### config.mk
export PLATFORM = sky130hd
export DESIGN_NAME = fma_special_resolver
export DESIGN_NICKNAME = d
export VERILOG_FILES = /design/src/rtl/fma_sp_pkg.sv /design/src/rtl/fma_sp_classify.sv /design/src/rtl/fma_sp_nan_pick.sv /design/src/rtl/fma_sp_special_pick.sv /design/src/rtl/fma_special_resolver.sv
export SDC_FILE = /design/constraint.sdc
export NUM_CORES = 1
export LEC_CHECK = 0
export ABC_AREA = 1
export BUFFER_PORTS_ARGS = -buffer_cell sky130_fd_sc_hd__buf_2
export CAP_MARGIN = 15
export CORE_AREA = 2 2 128 130
export DETAILED_ROUTE_END_ITERATION = 16
export DIE_AREA = 0 0 130 132
export SKIP_LAST_GASP = 1
export SYNTH_ARGS = -nofsm -noshare
export SYNTH_HDL_FRONTEND = slang
export SYNTH_SLANG_ARGS = --single-unit
### constraint.sdc
create_clock -name vclk -period 3.6
set_input_delay 0.72 -clock vclk [all_inputs]
set_output_delay 0.72 -clock vclk [all_outputs]
set_load 0.01 [all_outputs]
### src/rtl/fma_sp_pkg.sv
package fma_sp_pkg;

  // Operand classes, ordered from plain to special
  typedef enum logic [2:0] {
    CL_ZERO = 3'd0,
    CL_SUB  = 3'd1,
    CL_NORM = 3'd2,
    CL_INF  = 3'd3,
    CL_QNAN = 3'd4,
    CL_SNAN = 3'd5
  } opcls_e;

  // Number of operands and their priority slots
  localparam int NOPS   = 3;
  localparam int SLOT_Z = 0;
  localparam int SLOT_X = 1;
  localparam int SLOT_Y = 2;

  // Rounding-mode code for rounding toward minus infinity
  localparam logic [1:0] RM_TO_NEG = 2'b11;

  function automatic logic cls_is_nan(input opcls_e c);
    return (c == CL_QNAN) || (c == CL_SNAN);
  endfunction

  function automatic logic cls_is_finite_nz(input opcls_e c);
    return (c == CL_SUB) || (c == CL_NORM);
  endfunction

endpackage

### src/rtl/fma_sp_classify.sv
module fma_sp_classify
  import fma_sp_pkg::*;
#(
  parameter int EXP_W  = 11,
  parameter int FRAC_W = 52,
  localparam int W     = 1 + EXP_W + FRAC_W
) (
  input  logic [W-1:0] op_i,
  output opcls_e       cls_o,
  output logic         sign_o
);

  logic [EXP_W-1:0]  exp_f;
  logic [FRAC_W-1:0] frac_f;
  logic              exp_max;
  logic              exp_min;
  logic              frac_nz;

  assign sign_o  = op_i[W-1];
  assign exp_f   = op_i[W-2:FRAC_W];
  assign frac_f  = op_i[FRAC_W-1:0];
  assign exp_max = &exp_f;
  assign exp_min = ~|exp_f;
  assign frac_nz = |frac_f;

  always_comb begin
    if (exp_max) begin
      if (!frac_nz)                  cls_o = CL_INF;
      else if (frac_f[FRAC_W-1])     cls_o = CL_QNAN;
      else                           cls_o = CL_SNAN;
    end else if (exp_min) begin
      cls_o = frac_nz ? CL_SUB : CL_ZERO;
    end else begin
      cls_o = CL_NORM;
    end
  end

endmodule

### src/rtl/fma_sp_nan_pick.sv
module fma_sp_nan_pick
  import fma_sp_pkg::*;
#(
  parameter int EXP_W  = 11,
  parameter int FRAC_W = 52,
  localparam int W     = 1 + EXP_W + FRAC_W
) (
  input  logic [W-1:0] opnd_i [NOPS],
  input  opcls_e       cls_i  [NOPS],
  output logic         hit_o,
  output logic         sig_o,
  output logic [W-1:0] val_o
);

  localparam logic [W-1:0] QUIET_MASK =
    {{(EXP_W+1){1'b0}}, 1'b1, {(FRAC_W-1){1'b0}}};

  // Later assignments win: quiet pass first, signaling pass second,
  // each scanned from the lowest priority slot to the highest.
  always_comb begin
    hit_o = 1'b0;
    sig_o = 1'b0;
    val_o = '0;
    for (int i = NOPS - 1; i >= 0; i--) begin
      if (cls_i[i] == CL_QNAN) begin
        hit_o = 1'b1;
        sig_o = 1'b0;
        val_o = opnd_i[i];
      end
    end
    for (int i = NOPS - 1; i >= 0; i--) begin
      if (cls_i[i] == CL_SNAN) begin
        hit_o = 1'b1;
        sig_o = 1'b1;
        val_o = opnd_i[i] | QUIET_MASK;
      end
    end
  end

endmodule

### src/rtl/fma_sp_special_pick.sv
module fma_sp_special_pick
  import fma_sp_pkg::*;
#(
  parameter int EXP_W              = 11,
  parameter int FRAC_W             = 52,
  localparam int W                 = 1 + EXP_W + FRAC_W,
  parameter logic [W-1:0] DFLT_NAN = 64'h7FF8_0000_0000_0000
) (
  input  opcls_e       cls_z_i,
  input  opcls_e       cls_x_i,
  input  opcls_e       cls_y_i,
  input  logic         eff_sign_i,
  input  logic         sign_z_i,
  input  logic [1:0]   rnd_mode_i,
  input  logic [W-1:0] op_z_i,
  output logic         hit_o,
  output logic         inv_o,
  output logic [W-1:0] val_o,
  output logic         inf_times_zero_o,
  output logic         inf_cancel_o
);

  logic prod_inf;
  logic prod_zero;
  logic z_inf;
  logic z_zero;

  assign prod_inf  = (cls_x_i == CL_INF)  || (cls_y_i == CL_INF);
  assign prod_zero = (cls_x_i == CL_ZERO) || (cls_y_i == CL_ZERO);
  assign z_inf     = (cls_z_i == CL_INF);
  assign z_zero    = (cls_z_i == CL_ZERO);

  assign inf_times_zero_o = prod_inf && prod_zero;
  assign inf_cancel_o     = prod_inf && !prod_zero && z_inf &&
                            (sign_z_i != eff_sign_i);

  always_comb begin
    hit_o = 1'b1;
    inv_o = 1'b0;
    val_o = '0;
    if (inf_times_zero_o || inf_cancel_o) begin
      inv_o = 1'b1;
      val_o = DFLT_NAN;
    end else if (prod_inf) begin
      val_o = {eff_sign_i, {EXP_W{1'b1}}, {FRAC_W{1'b0}}};
    end else if (z_inf) begin
      val_o = op_z_i;
    end else if (prod_zero) begin
      if (z_zero && (sign_z_i != eff_sign_i))
        val_o = {(rnd_mode_i == RM_TO_NEG), {(W-1){1'b0}}};
      else
        val_o = op_z_i;
    end else begin
      hit_o = 1'b0;
    end
  end

endmodule

### src/rtl/fma_special_resolver.sv
module fma_special_resolver
  import fma_sp_pkg::*;
#(
  parameter int EXP_W              = 11,
  parameter int FRAC_W             = 52,
  localparam int W                 = 1 + EXP_W + FRAC_W,
  parameter logic [W-1:0] DFLT_NAN = 64'h7FF8_0000_0000_0000
) (
  input  logic [W-1:0] op_z,
  input  logic [W-1:0] op_x,
  input  logic [W-1:0] op_y,
  input  logic         neg_prod,
  input  logic [1:0]   rnd_mode,
  output logic         bypass,
  output logic [W-1:0] result,
  output logic         invalid
);

  logic [W-1:0] opnd [NOPS];
  opcls_e       cls  [NOPS];
  logic [NOPS-1:0] sgn;

  assign opnd[SLOT_Z] = op_z;
  assign opnd[SLOT_X] = op_x;
  assign opnd[SLOT_Y] = op_y;

  for (genvar g = 0; g < NOPS; g++) begin : g_cls
    fma_sp_classify #(.EXP_W(EXP_W), .FRAC_W(FRAC_W)) u_cls (
      .op_i   (opnd[g]),
      .cls_o  (cls[g]),
      .sign_o (sgn[g])
    );
  end

  // Named events for the checker
  logic         nan_hit;
  logic         nan_sig;
  logic [W-1:0] nan_val;
  logic         eff_sign;
  logic         sp_hit;
  logic         sp_inv;
  logic [W-1:0] sp_val;
  logic         inf_times_zero;
  logic         inf_cancel;

  assign eff_sign = sgn[SLOT_X] ^ sgn[SLOT_Y] ^ neg_prod;

  fma_sp_nan_pick #(.EXP_W(EXP_W), .FRAC_W(FRAC_W)) u_nan (
    .opnd_i (opnd),
    .cls_i  (cls),
    .hit_o  (nan_hit),
    .sig_o  (nan_sig),
    .val_o  (nan_val)
  );

  fma_sp_special_pick #(.EXP_W(EXP_W), .FRAC_W(FRAC_W), .DFLT_NAN(DFLT_NAN)) u_sp (
    .cls_z_i          (cls[SLOT_Z]),
    .cls_x_i          (cls[SLOT_X]),
    .cls_y_i          (cls[SLOT_Y]),
    .eff_sign_i       (eff_sign),
    .sign_z_i         (sgn[SLOT_Z]),
    .rnd_mode_i       (rnd_mode),
    .op_z_i           (op_z),
    .hit_o            (sp_hit),
    .inv_o            (sp_inv),
    .val_o            (sp_val),
    .inf_times_zero_o (inf_times_zero),
    .inf_cancel_o     (inf_cancel)
  );

  always_comb begin
    if (nan_hit) begin
      bypass  = 1'b1;
      result  = nan_val;
      invalid = nan_sig;
    end else begin
      bypass  = sp_hit;
      result  = sp_val;
      invalid = sp_inv;
    end
  end

endmodule

### Yosys cells after proc, flatten, opt, wreduce, memory -nomap -nowiden

Cells that the tools add are included.
Widths: inputs -> output; s select.

* register bits after elaboration: 0
* input bits: 195
* output and inout bits: 66
* logic and storage cells: 77

* equal/unequal tests: 11
* muxes and demuxes: 43
* bitwise gates (word level): 2
* reduce and logical (&&, ||, !) cells: 21

Operators by type and width (count)
* $mux 64: 12
* $reduce_or 52->1: 3
* $reduce_and 11->1: 3
* $reduce_or 11->1: 3
* $mux 3: 9
* $mux 1: 22
* $eq 3x3->1 const B: 6
* $eq 3x2->1 const B: 3
* $logic_not 3->1: 3
* $logic_and 1x1->1: 5
* $logic_or 1x1->1: 3
* $eq 2x2->1 const B: 1
* $xor 1x1->1: 2
* $logic_not 1->1: 1
* $ne 1x1->1: 1

### Depth between registers and ports, before layout

Gate-level depths: netlist of run 1.

* word-level depth: 13
* depth in mapped cells: 18
* mapped depth without buffers: 16

### Hierarchy

Synthesis of run 1 repeated with hierarchy kept, for this count alone.

* cell total of the unflattened synthesis: 1806
* area total of the unflattened synthesis: 7581.0 sq um

By module, submodules not included
* fma_sp_nan_pick: instances 1, cells an instance 1171, area each 4739.5 sq um, sequential area each 0.0 sq um
* fma_sp_classify: instances 3, cells an instance 77, area each 339.1 sq um, sequential area each 0.0 sq um
* fma_sp_special_pick: instances 1, cells an instance 184, area each 952.2 sq um, sequential area each 0.0 sq um
* fma_special_resolver: instances 1, cells an instance 220, area each 872.1 sq um, sequential area each 0.0 sq um

### Least setup slack after synthesis of run 1

OpenSTA, ideal clock, no wires.

* path kind: input port to output port
* start: input port op_x[5]
* end: output port result[0]
* data arrival time: 2178 ps
* required time: 2880 ps
* slack: 702 ps
* stages: 15
* cells stage by stage: nor2_1 > nand2_1 > nor2_1 > nand2_1 > nor2_2 > nand2_2 > buf_6 > o22ai_4 > nand2_2 > nand2_2 > inv_2 > nor2_8 > buf_6 > nand2_1 > nand3_1

* word-level cells in the longest chain between the ends: 13
* elaborated cells on any way between the ends: 32

Ends and longest elaborated chain
* start, declared: line fma_special_resolver.sv:10 `input logic [W-1:0] op_x,`
* $reduce_or 52->1 *: line fma_sp_classify.sv:24 `assign frac_nz = |frac_f;`
* $mux 1: line fma_sp_classify.sv:32 `cls_o = frac_nz ? CL_SUB : CL_ZERO;`
* $mux 3: line fma_sp_classify.sv:31 `end else if (exp_min) begin`
* $mux 3 *: line fma_sp_classify.sv:27 `if (exp_max) begin`
* branches (longest 8 deep; another with $mux 64)
* $mux 64 *: line fma_special_resolver.sv:72 `if (nan_hit) begin`
* end, declared: line fma_special_resolver.sv:15 `output logic [W-1:0] result,`

Mark *: on every way between the ends.

### Worst setup path after layout of run 1

* start: input port op_z[14]
* end: output port result[25]

* word-level cells in the longest chain between the ends: 12
* elaborated cells on any way between the ends: 27

Ends and longest elaborated chain
* start, declared: line fma_special_resolver.sv:9 `input logic [W-1:0] op_z,`
* $reduce_or 52->1 *: line fma_sp_classify.sv:24
* $mux 1: line fma_sp_classify.sv:32
* $mux 3: line fma_sp_classify.sv:31
* $mux 3 *: line fma_sp_classify.sv:27
* $logic_not 3->1: line fma_sp_special_pick.sv:31 `assign z_zero = (cls_z_i == CL_ZERO);`
* $logic_and 1x1->1: line fma_sp_special_pick.sv:49 `if (z_zero && (sign_z_i != eff_sign_i))`
* $mux 64: line fma_sp_special_pick.sv:49
* $mux 64: line fma_sp_special_pick.sv:48 `end else if (prod_zero) begin`
* $mux 64: line fma_sp_special_pick.sv:46 `end else if (z_inf) begin`
* $mux 64: line fma_sp_special_pick.sv:44 `end else if (prod_inf) begin`
* $mux 64: line fma_sp_special_pick.sv:41 `if (inf_times_zero_o || inf_cancel_o) begin`
* $mux 64 *: line fma_special_resolver.sv:72

Mark *: on every way between the ends. The rest lies on a longest branch, timed or not.

==> flow_summary.yaml, run 1 <==
critical_path:
  slowest_delay_ns: 0.16
  crit_type: "primary input to output pin"
  critical_path.max_fanout: 11
  crit_path_start_kind: "primary input"
  cp_num_cells: 20
  path_delay_family: "simple AND/OR/NAND/NOR gates"
  crit_buf_inv: 6
  setup.worst_path.end_class: "output pin"
  crit_top_cell: "nand2_1"
  crit_chain: "buf_2 > nor2_2 > nand2_1 > nor2_1 > nand2_2 > nor2_4 > nand2_1 > buf_4 > nand3_2 > buf_12 > buf_12 > nor2_4 > buf_4 > nand2_1 > nand3_1 > nand2_1 > nand2_1 > nand2_1 > nand2_1 > buf_2"
  arrival_ns: 2.78
  cp.required_ns: 2.88
  slowest_stage: "buf_4"
synth:
  synth_cell_types: 31
  synth_top_area_frac: 0.397
  synth-seq-area-share: 0
  yosysMostFrequentCell: "nand2_1"
  syn_area_per_cell_sq_um: 4.32
  yosys.area.top_type: "nand2_1"
  syn_nets: 1455
  synth_area_leaders: "nand2_1 40%, inv_1 12%, o21ai_0 9.3%, nor2_1 8.8%, nand3_1 8.7%"
  netlist_area_sq_mm: 0.00544
  synth_common_cells: "575 x nand2_1, 173 x inv_1, 127 x nor2_1"
  synthCells: 1260
  yosys_warnings: 0
flow_run:
  drv_cap: 0
floorplanning:
  dieArea_sq_mm: 0.0172
  coreArea_sq_mm: 0.0157
  dieWidth_um: 130
  start_util: 0.346
  num_io_pins: 261
  rows: 46
  fp.dieH_um: 132
timing:
  hold_ws_ns: 1.75
  final-setup-viol-count: 0
  relSlewSlack: 0.623
  fmax_mhz: 286
  timing.final.crit_period_ns: 3.50
  hold_viol: 0
  slew_violations: 0
  worstMarginPinSlew_ns: 0.565
  rsz0062_at_grt: "yes"
  tns_ns: 0
  fin_crit_sh: 0.973
global_route:
  grt_pass1_wl_um: 38900
  antenna_found_initial: 0
  grt_use_total: 0.280
  grt_pass1_vias: 7504
  grt_max_degree: 46
  grt_overflow: 0
finish:
  area_growth_pct: 36.9
  seqCellArea_sq_um: 0
  drive_gt1_frac: 0.258
  final-instance-count-excl-fill: 1737
  nFlopsAndLatches: 0
  diodes: 0
  nClkBuffers: 0
  nets: 1718
  final_util: 0.474
route:
  ant_nets: 0
  vias_per_cell: 4.95
  first_pass_iters: 5
  drt-total-wl_um: 25600
  post-route-drc-count: 0
  num_vias: 8595
  post_drt_wl_per_cell_um: 14.7
  drtIter0Drc: 722
min_path:
  holdPathStages: 4
  hold_class: "primary input to output pin"
pwr:
  cellLeakagePower_nw: 4.87
  p_total_mw: 0.256
  max-vdd-ir-drop_mv: 0.0226
  power.density_mw_per_mm2: 34.4
placed_design:
  post-place-cells: 1722
  hpwl_um: 18800
  port_buffers: 261
  gp_congestion: 0.915
cts:
  cts_hold_buf: 0
status:
  outcome: "complete, no violations"
==> through the flow <==
| stage | instance area [sq um] | setup WS [ns] |
|---|---|---|
| 4_1_cts | 7180 | -0.0216 |
| 3_3_place_gp | 7160 | -0.0758 |
| 5_1_grt | 7450 | -0.0503 |
| 2_1_floorplan | 5440 | 0.702 |
| 6_report | 7450 | 0.0988 |
| 3_5_place_dp | 7160 | -0.124 |
==> routing by layer <==
| metal | up-vias | GRT usage | wire [um] |
|---|---|---|---|
| li1 | 4383 | - | - |
| met5 | - | 0 | 0 |
| met1 | 3781 | 0.386 | 11000 |
| met3 | 26 | 0.0239 | 2180 |
| met4 | 0 | 0.0460 | 314 |
| met2 | 405 | 0.478 | 12100 |
==> kinds of logic (layout without fill, tap and decap cells) <==
| kind of cell | after synthesis | in the layout | synth area share |
|---|---|---|---|
| AND/OR/NAND/NOR | 902 | 905 | 0.702 |
| buffers and inverters | 249 | 507 | 0.191 |
| AO/OA/AOI/OAI | 106 | 106 | 0.102 |
| XOR/XNOR | 3 | 3 | 0.00483 |
==> timing repair <==
item                       in CTS  in global routing
gates resized for setup         1                 32
cloned                          2                  1
setup buffers                   0                 12
setup endpoints to repair      51                 62
pin swaps                       1                  6
==> cell type report <==
| class | instances | area [sq um] |
|---|---|---|
| fill | 1827 | 8260 |
| inverter | 184 | 702 |
| multi-input combinational | 1014 | 4510 |
| tap | 216 | 270 |
| timing repair buffer | 323 | 1960 |
==> worst paths after layout <==
path / start / end / slack, ns
setup / recovery: op_z[14] / result[25] / 0.1
hold / removal: op_z[40] / result[40] / 1.75
==> cells in the final DEF (no fill, tap or decap), drive strengths merged, types with 2 or more instances in the layout <==
cell / Yosys / routed
inv: 178 / 176
buf: 40 / 323
xor2: 2 / 2
o21ai: 101 / 101
nand3: 96 / 96
o211ai: 2 / 2
nor3b: 9 / 9
nand2: 583 / 583
or2: 24 / 24
nor4: 4 / 4
nand4: 44 / 44
clkinv: 6 / 7
nor3: 4 / 4
nor2: 136 / 139
==> report_power, final <==
group	internal [mW]	switching, mW	total [mW]
sequential	0	0	0
clock	0	0	0
combinational	0.107	0.149	0.256
total	0.107	0.149	0.256
(Power assumes the default switching activity.)
==> run 2: changes to the inputs <==
ABC_AREA = not set   (was 1)
CORE_AREA = 2 2 101 103   (was 2 2 128 130)
DIE_AREA = 0 0 103 105   (was 0 0 130 132)
PLACE_DENSITY = 0.69   (was not set)
==> run 2 against run 1 <==
  * The flow now finishes with violations (setup timing)
  * Maximum frequency shrank 7.0%
  * Hold slack gained 0.0065 ns
  * Cell area shrank 15%
  * Area after synthesis shrank 43%
  * Wire length shrank 21%
  * Critical path type unchanged
==> flow_summary.yaml, run 2 <==
status:
  outcome: "complete, but fails checks"
  violations: "setup timing"
finish:
  mostFrequentLayoutCells: "256 x buf_2, 117 x buf_4, 72 x nand2_1"
  nClkBuffers: 0
  seqCellArea_sq_um: 0
  nFlopsAndLatches: 0
  diodes: 0
  nets: 1073
  final-instance-count-excl-fill: 1009
  area_growth_pct: 103
  n_fill_cell: 884
  drive_gt1_frac: 0.548
  mostFrequentLayoutCell: "buf_2"
cts:
  cts_hold_buf: 0
timing:
  hold_viol: 0
  rsz0062_at_grt: "yes"
  final-setup-viol-count: 53
  worstMarginPinSlew_ns: 0.589
  fin_crit_sh: 1.05
  relSlewSlack: 0.604
  timing.final.crit_period_ns: 3.77
  fin_ws_ns: -0.166
  fmax_mhz: 266
  slew_violations: 0
route:
  num_vias: 6139
  ant_nets: 0
  post_drt_wl_per_cell_um: 20.0
  drtIter0Drc: 601
  post-route-drc-count: 0
  vias_per_cell: 6.08
  first_pass_iters: 7
  drt-total-wl_um: 20100
synth:
  syn_area_per_cell_sq_um: 6.07
  synth_cell_types: 45
  synth_area_leaders: "a22o_1 15%, nor4_1 10%, nand2_1 9.1%, a22oi_1 6.8%, a21o_1 5.8%"
  yosys_warnings: 0
  yosys.area.top_type: "a22o_1"
  syn_nets: 706
  synth_top_area_frac: 0.152
  yosysMostFrequentCell: "nand2_1"
  synthCells: 511
  netlist_area_sq_mm: 0.00310
  synth_common_cells: "75 x nand2_1, 54 x a22o_1, 51 x nor4_1"
  synth-seq-area-share: 0
pwr:
  switching_power_mw: 0.155
  max-vdd-ir-drop_mv: 0.0387
  switching_share: 0.505
  cellLeakagePower_nw: 3.09
  combPwrFrac: 1.000
  internal_power_mw: 0.152
  p_total_mw: 0.307
  power.density_mw_per_mm2: 48.6
  seqPwrFrac: 0
  clockPowerShare: 0
floorplanning:
  coreArea_sq_mm: 0.00964
  dieWidth_um: 103
  dieArea_sq_mm: 0.0108
  num_io_pins: 261
  rows: 36
  start_util: 0.322
  fp.dieH_um: 105
critical_path:
  arrival_ns: 3.05
  crit_path_start_kind: "primary input"
  cp.required_ns: 2.88
  crit_buf_inv: 5
  crit_type: "primary input to output pin"
  critical_path.max_fanout: 11
  path_delay_family: "simple AND/OR/NAND/NOR gates"
  crit_chain: "buf_2 > nor4_2 > nand4_1 > nor4_4 > buf_6 > nor3_4 > a31oi_2 > o21ai_4 > buf_12 > buf_12 > a221o_1 > buf_2"
  slowest_delay_ns: 0.42
  slowest_stage: "nor4_2"
  cp_num_cells: 12
  setup.worst_path.end_class: "output pin"
flow_run:
  drv_cap: 0
global_route:
  grt_use_total: 0.327
  antenna_found_initial: 0
  grt_pass1_vias: 5559
  grt_max_degree: 47
  grt_overflow: 0
  grt_pass1_wl_um: 28600
min_path:
  hold_class: "primary input to output pin"
  holdPathStages: 3
placed_design:
  gp_congestion: 0.934
  post-place-cells: 994
  port_buffers: 261
  hpwl_um: 14700
run 2: changes by cell type in the layout (fill, tap and decap cells not counted), sizes merged, moves of 20 or more:
| cell | previous run | this run |
|---|---|---|
| nand4 | 44 | 10 |
| nand2 | 583 | 75 |
| a21o | 0 | 24 |
| or2 | 24 | 4 |
| buf | 323 | 404 |
| a22oi | 0 | 28 |
| nor4 | 4 | 52 |
| a22o | 0 | 54 |
| o21ai | 101 | 36 |
| nand3 | 96 | 22 |
| inv | 176 | 10 |
| nor2 | 139 | 44 |
run 2: cell type report:
type / count / area, sq um / area share
Inverter: 10 / 37.5 / 0.00595
Multi-Input combinational cell: 457 / 3350 / 0.532
Tap cell: 133 / 166 / 0.0264
Timing Repair Buffer: 409 / 2750 / 0.436
run 2: repair_timing:
action                                  CTS  global route
endpoints found under the hold margin     0             0
endpoints found under the setup margin   64            65
cloned                                    1             7
resized for setup                        47            65
pin swaps                                13            38
buffers inserted                          6             3
run 2: power by group through the flow:
stage	Sequential [mW]	Combinational (mW)	Clock [mW]
final	0	0.307	0
after floorplan	0	0.0301	0
after global placement	0	0.263	0
after CTS	0	0.280	0
after detailed placement	0	0.264	0
after global routing	0	0.324	0
run 2: kinds of logic after synthesis:
kind of cell	count (synthesis)	synth area share
muxes	1	0.00363
AOI/OAI and AO/OA	220	0.543
buffers and inverters	55	0.0770
and+or+nand+nor	232	0.368
xor gates and xnor gates	3	0.00847
run 2: metrics by stage:
stage	setup WS [ns]	area, sq um	setup TNS, ns	hold slack (ns)	utilization
final	-0.166	6300	-4.37	1.75	0.654
after global routing	-0.236	6300	-7.33	1.77	0.654
after CTS	-0.0987	5860	-1.05	1.75	0.607
after detailed placement	-0.285	5530	-9.58	1.75	0.574
after global placement	-0.277	5530	-10.67	1.75	0.574
after floorplan	0.166	3100	0	1.57	-
run 2: per-layer routing:
metal / wire [um] / share of wire / global-route usage / vias up
li1: - / - / - / 2787
met1: 7570 / 0.38 / 0.417 / 2809
met2: 9530 / 0.47 / 0.551 / 458
met3: 2200 / 0.11 / 0.0615 / 85
met4: 836 / 0.042 / 0.0940 / 0
met5: 0 / 0 / 0 / -
run 2: final timing paths:
path,start,end,slack [ns]
worst max-delay path,op_z[0],result[22],-0.17
worst min-delay path,op_z[58],result[58],1.75
run 2: tightest hold or removal path, stage by stage:
cell    delay [ns]
buf_2         0.10
a21o_1        0.10
buf_2         0.11
==> run 3: changes to the inputs <==
PLACE_DENSITY = 0.77   (was 0.69)
==> run 3 against run 2 <==
  * The flow still finishes with violations (setup timing)
  * Sequential share of layout area unchanged
  * Maximum frequency down 2.4%
  * Final cell count down 0.50%
  * Critical path depth up 3
  * Setup slack worse by 0.094 ns
  * Via count up 1.2%
  * Total power down 3.5%
  * Combinational power down 4%
  * Die area unchanged
==> flow_summary.yaml, run 3 (synthesized netlist as in run 2, its figures left out) <==
critical_path:
  critical_path.max_fanout: 15
  crit_chain: "buf_8 > nor4_4 > buf_4 > nand4_1 > nor4_4 > buf_6 > buf_6 > buf_6 > and2_4 > a31oi_4 > o21ai_4 > buf_4 > buf_12 > a221o_1 > buf_2"
  crit_path_start_kind: "primary input"
  setup.worst_path.end_class: "output pin"
  slowest_delay_ns: 0.35
  crit_top_cell: "buf_6"
  slowest_stage: "nor4_4"
  cp.required_ns: 2.88
  arrival_ns: 3.14
  crit_type: "primary input to output pin"
global_route:
  grt_pass1_wl_um: 29400
  grt_pass1_vias: 5797
  grt_use_total: 0.336
  grt_overflow: 0
  grt_max_degree: 68
  antenna_found_initial: 1
cts:
  cts_hold_buf: 0
route:
  first_pass_iters: 5
  num_vias: 6213
  drtIter0Drc: 575
  vias_per_cell: 6.19
  post-route-drc-count: 0
  ant_nets: 0
  post_drt_wl_per_cell_um: 20.2
  drt-total-wl_um: 20300
timing:
  fmax_mhz: 259
  relSlewSlack: 0.653
  hold_viol: 0
  hold_ws_ns: 1.75
  slew_violations: 0
  rsz0062_at_grt: "yes"
  worstMarginPinSlew_ns: 0.516
  final-setup-viol-count: 62
  fin_ws_ns: -0.260
  fin_crit_sh: 1.07
  tns_ns: -11.15
  timing.final.crit_period_ns: 3.86
floorplanning:
  dieArea_sq_mm: 0.0108
  num_io_pins: 261
  start_util: 0.322
  rows: 36
  fp.dieH_um: 105
  dieWidth_um: 103
  coreArea_sq_mm: 0.00964
min_path:
  hold_class: "primary input to output pin"
finish:
  final-instance-count-excl-fill: 1004
  nets: 1067
  nClkBuffers: 0
  final_util: 0.642
  mostFrequentLayoutCells: "252 x buf_2, 119 x buf_4, 73 x nand2_1"
  seqCellArea_sq_um: 0
  area_growth_pct: 99.3
  nFlopsAndLatches: 0
  drive_gt1_frac: 0.545
  mostFrequentLayoutCell: "buf_2"
pwr:
  cellLeakagePower_nw: 3.02
  power.density_mw_per_mm2: 47.8
  max-vdd-ir-drop_mv: 0.0418
placed_design:
  hpwl_um: 14900
  port_buffers: 261
  post-place-cells: 986
  gp_congestion: 0.931
status:
  outcome: "complete, but fails checks"
  violations: "setup timing"
flow_run:
  drv_cap: 0
## run 3: through the flow
stage                     power (mW)  worst slack [ns]  cell area, sq um
after global placement         0.259            -0.404              5470
after detailed placement       0.261            -0.495              5470
after floorplan               0.0301             0.166              3100
final                          0.296            -0.260              6190
after global routing           0.313            -0.314              6190
after CTS                      0.279            -0.165              5860
## run 3: layout make-up
class                           instances  area [sq um]
Fill cell                             875          3450
Multi-Input combinational cell        457          3330
Timing Repair Buffer                  403          2650
Tap cell                              133           166
Inverter                               10          37.5
Antenna cell                            1          2.50
## run 3: worst paths after layout
kind	startpoint	end	slack, ns	cells past startpoint
max	op_z[1]	result[38]	-0.26	15
min	op_z[53]	result[53]	1.75	3
## run 3: worst max-delay path: cells and delay by family
family | cells | cell delay, ns
buf+inv | 8 | 1.09
compound gates | 3 | 0.38
simple gates | 4 | 0.94
## run 3: routing by layer
layer,wire (um),track usage
met3,2210,0.0548
met2,9760,0.587
met4,1010,0.122
met5,0,0
met1,7320,0.406
## run 3: power by group
| part | internal, mW | leakage (nW) | switching [mW] | total, mW |
|---|---|---|---|---|
| Sequential | 0 | 0 | 0 | 0 |
| Clock | 0.0000000372 | 0.00000634 | 0 | 0.0000000372 |
| Combinational | 0.148 | 3.02 | 0.148 | 0.296 |
## run 3: what timing repair did
action,CTS,global route
endpoints found under the setup margin,64,65
gates resized for setup,57,47
pin swaps,13,21
setup buffers,7,5
cloned,2,4
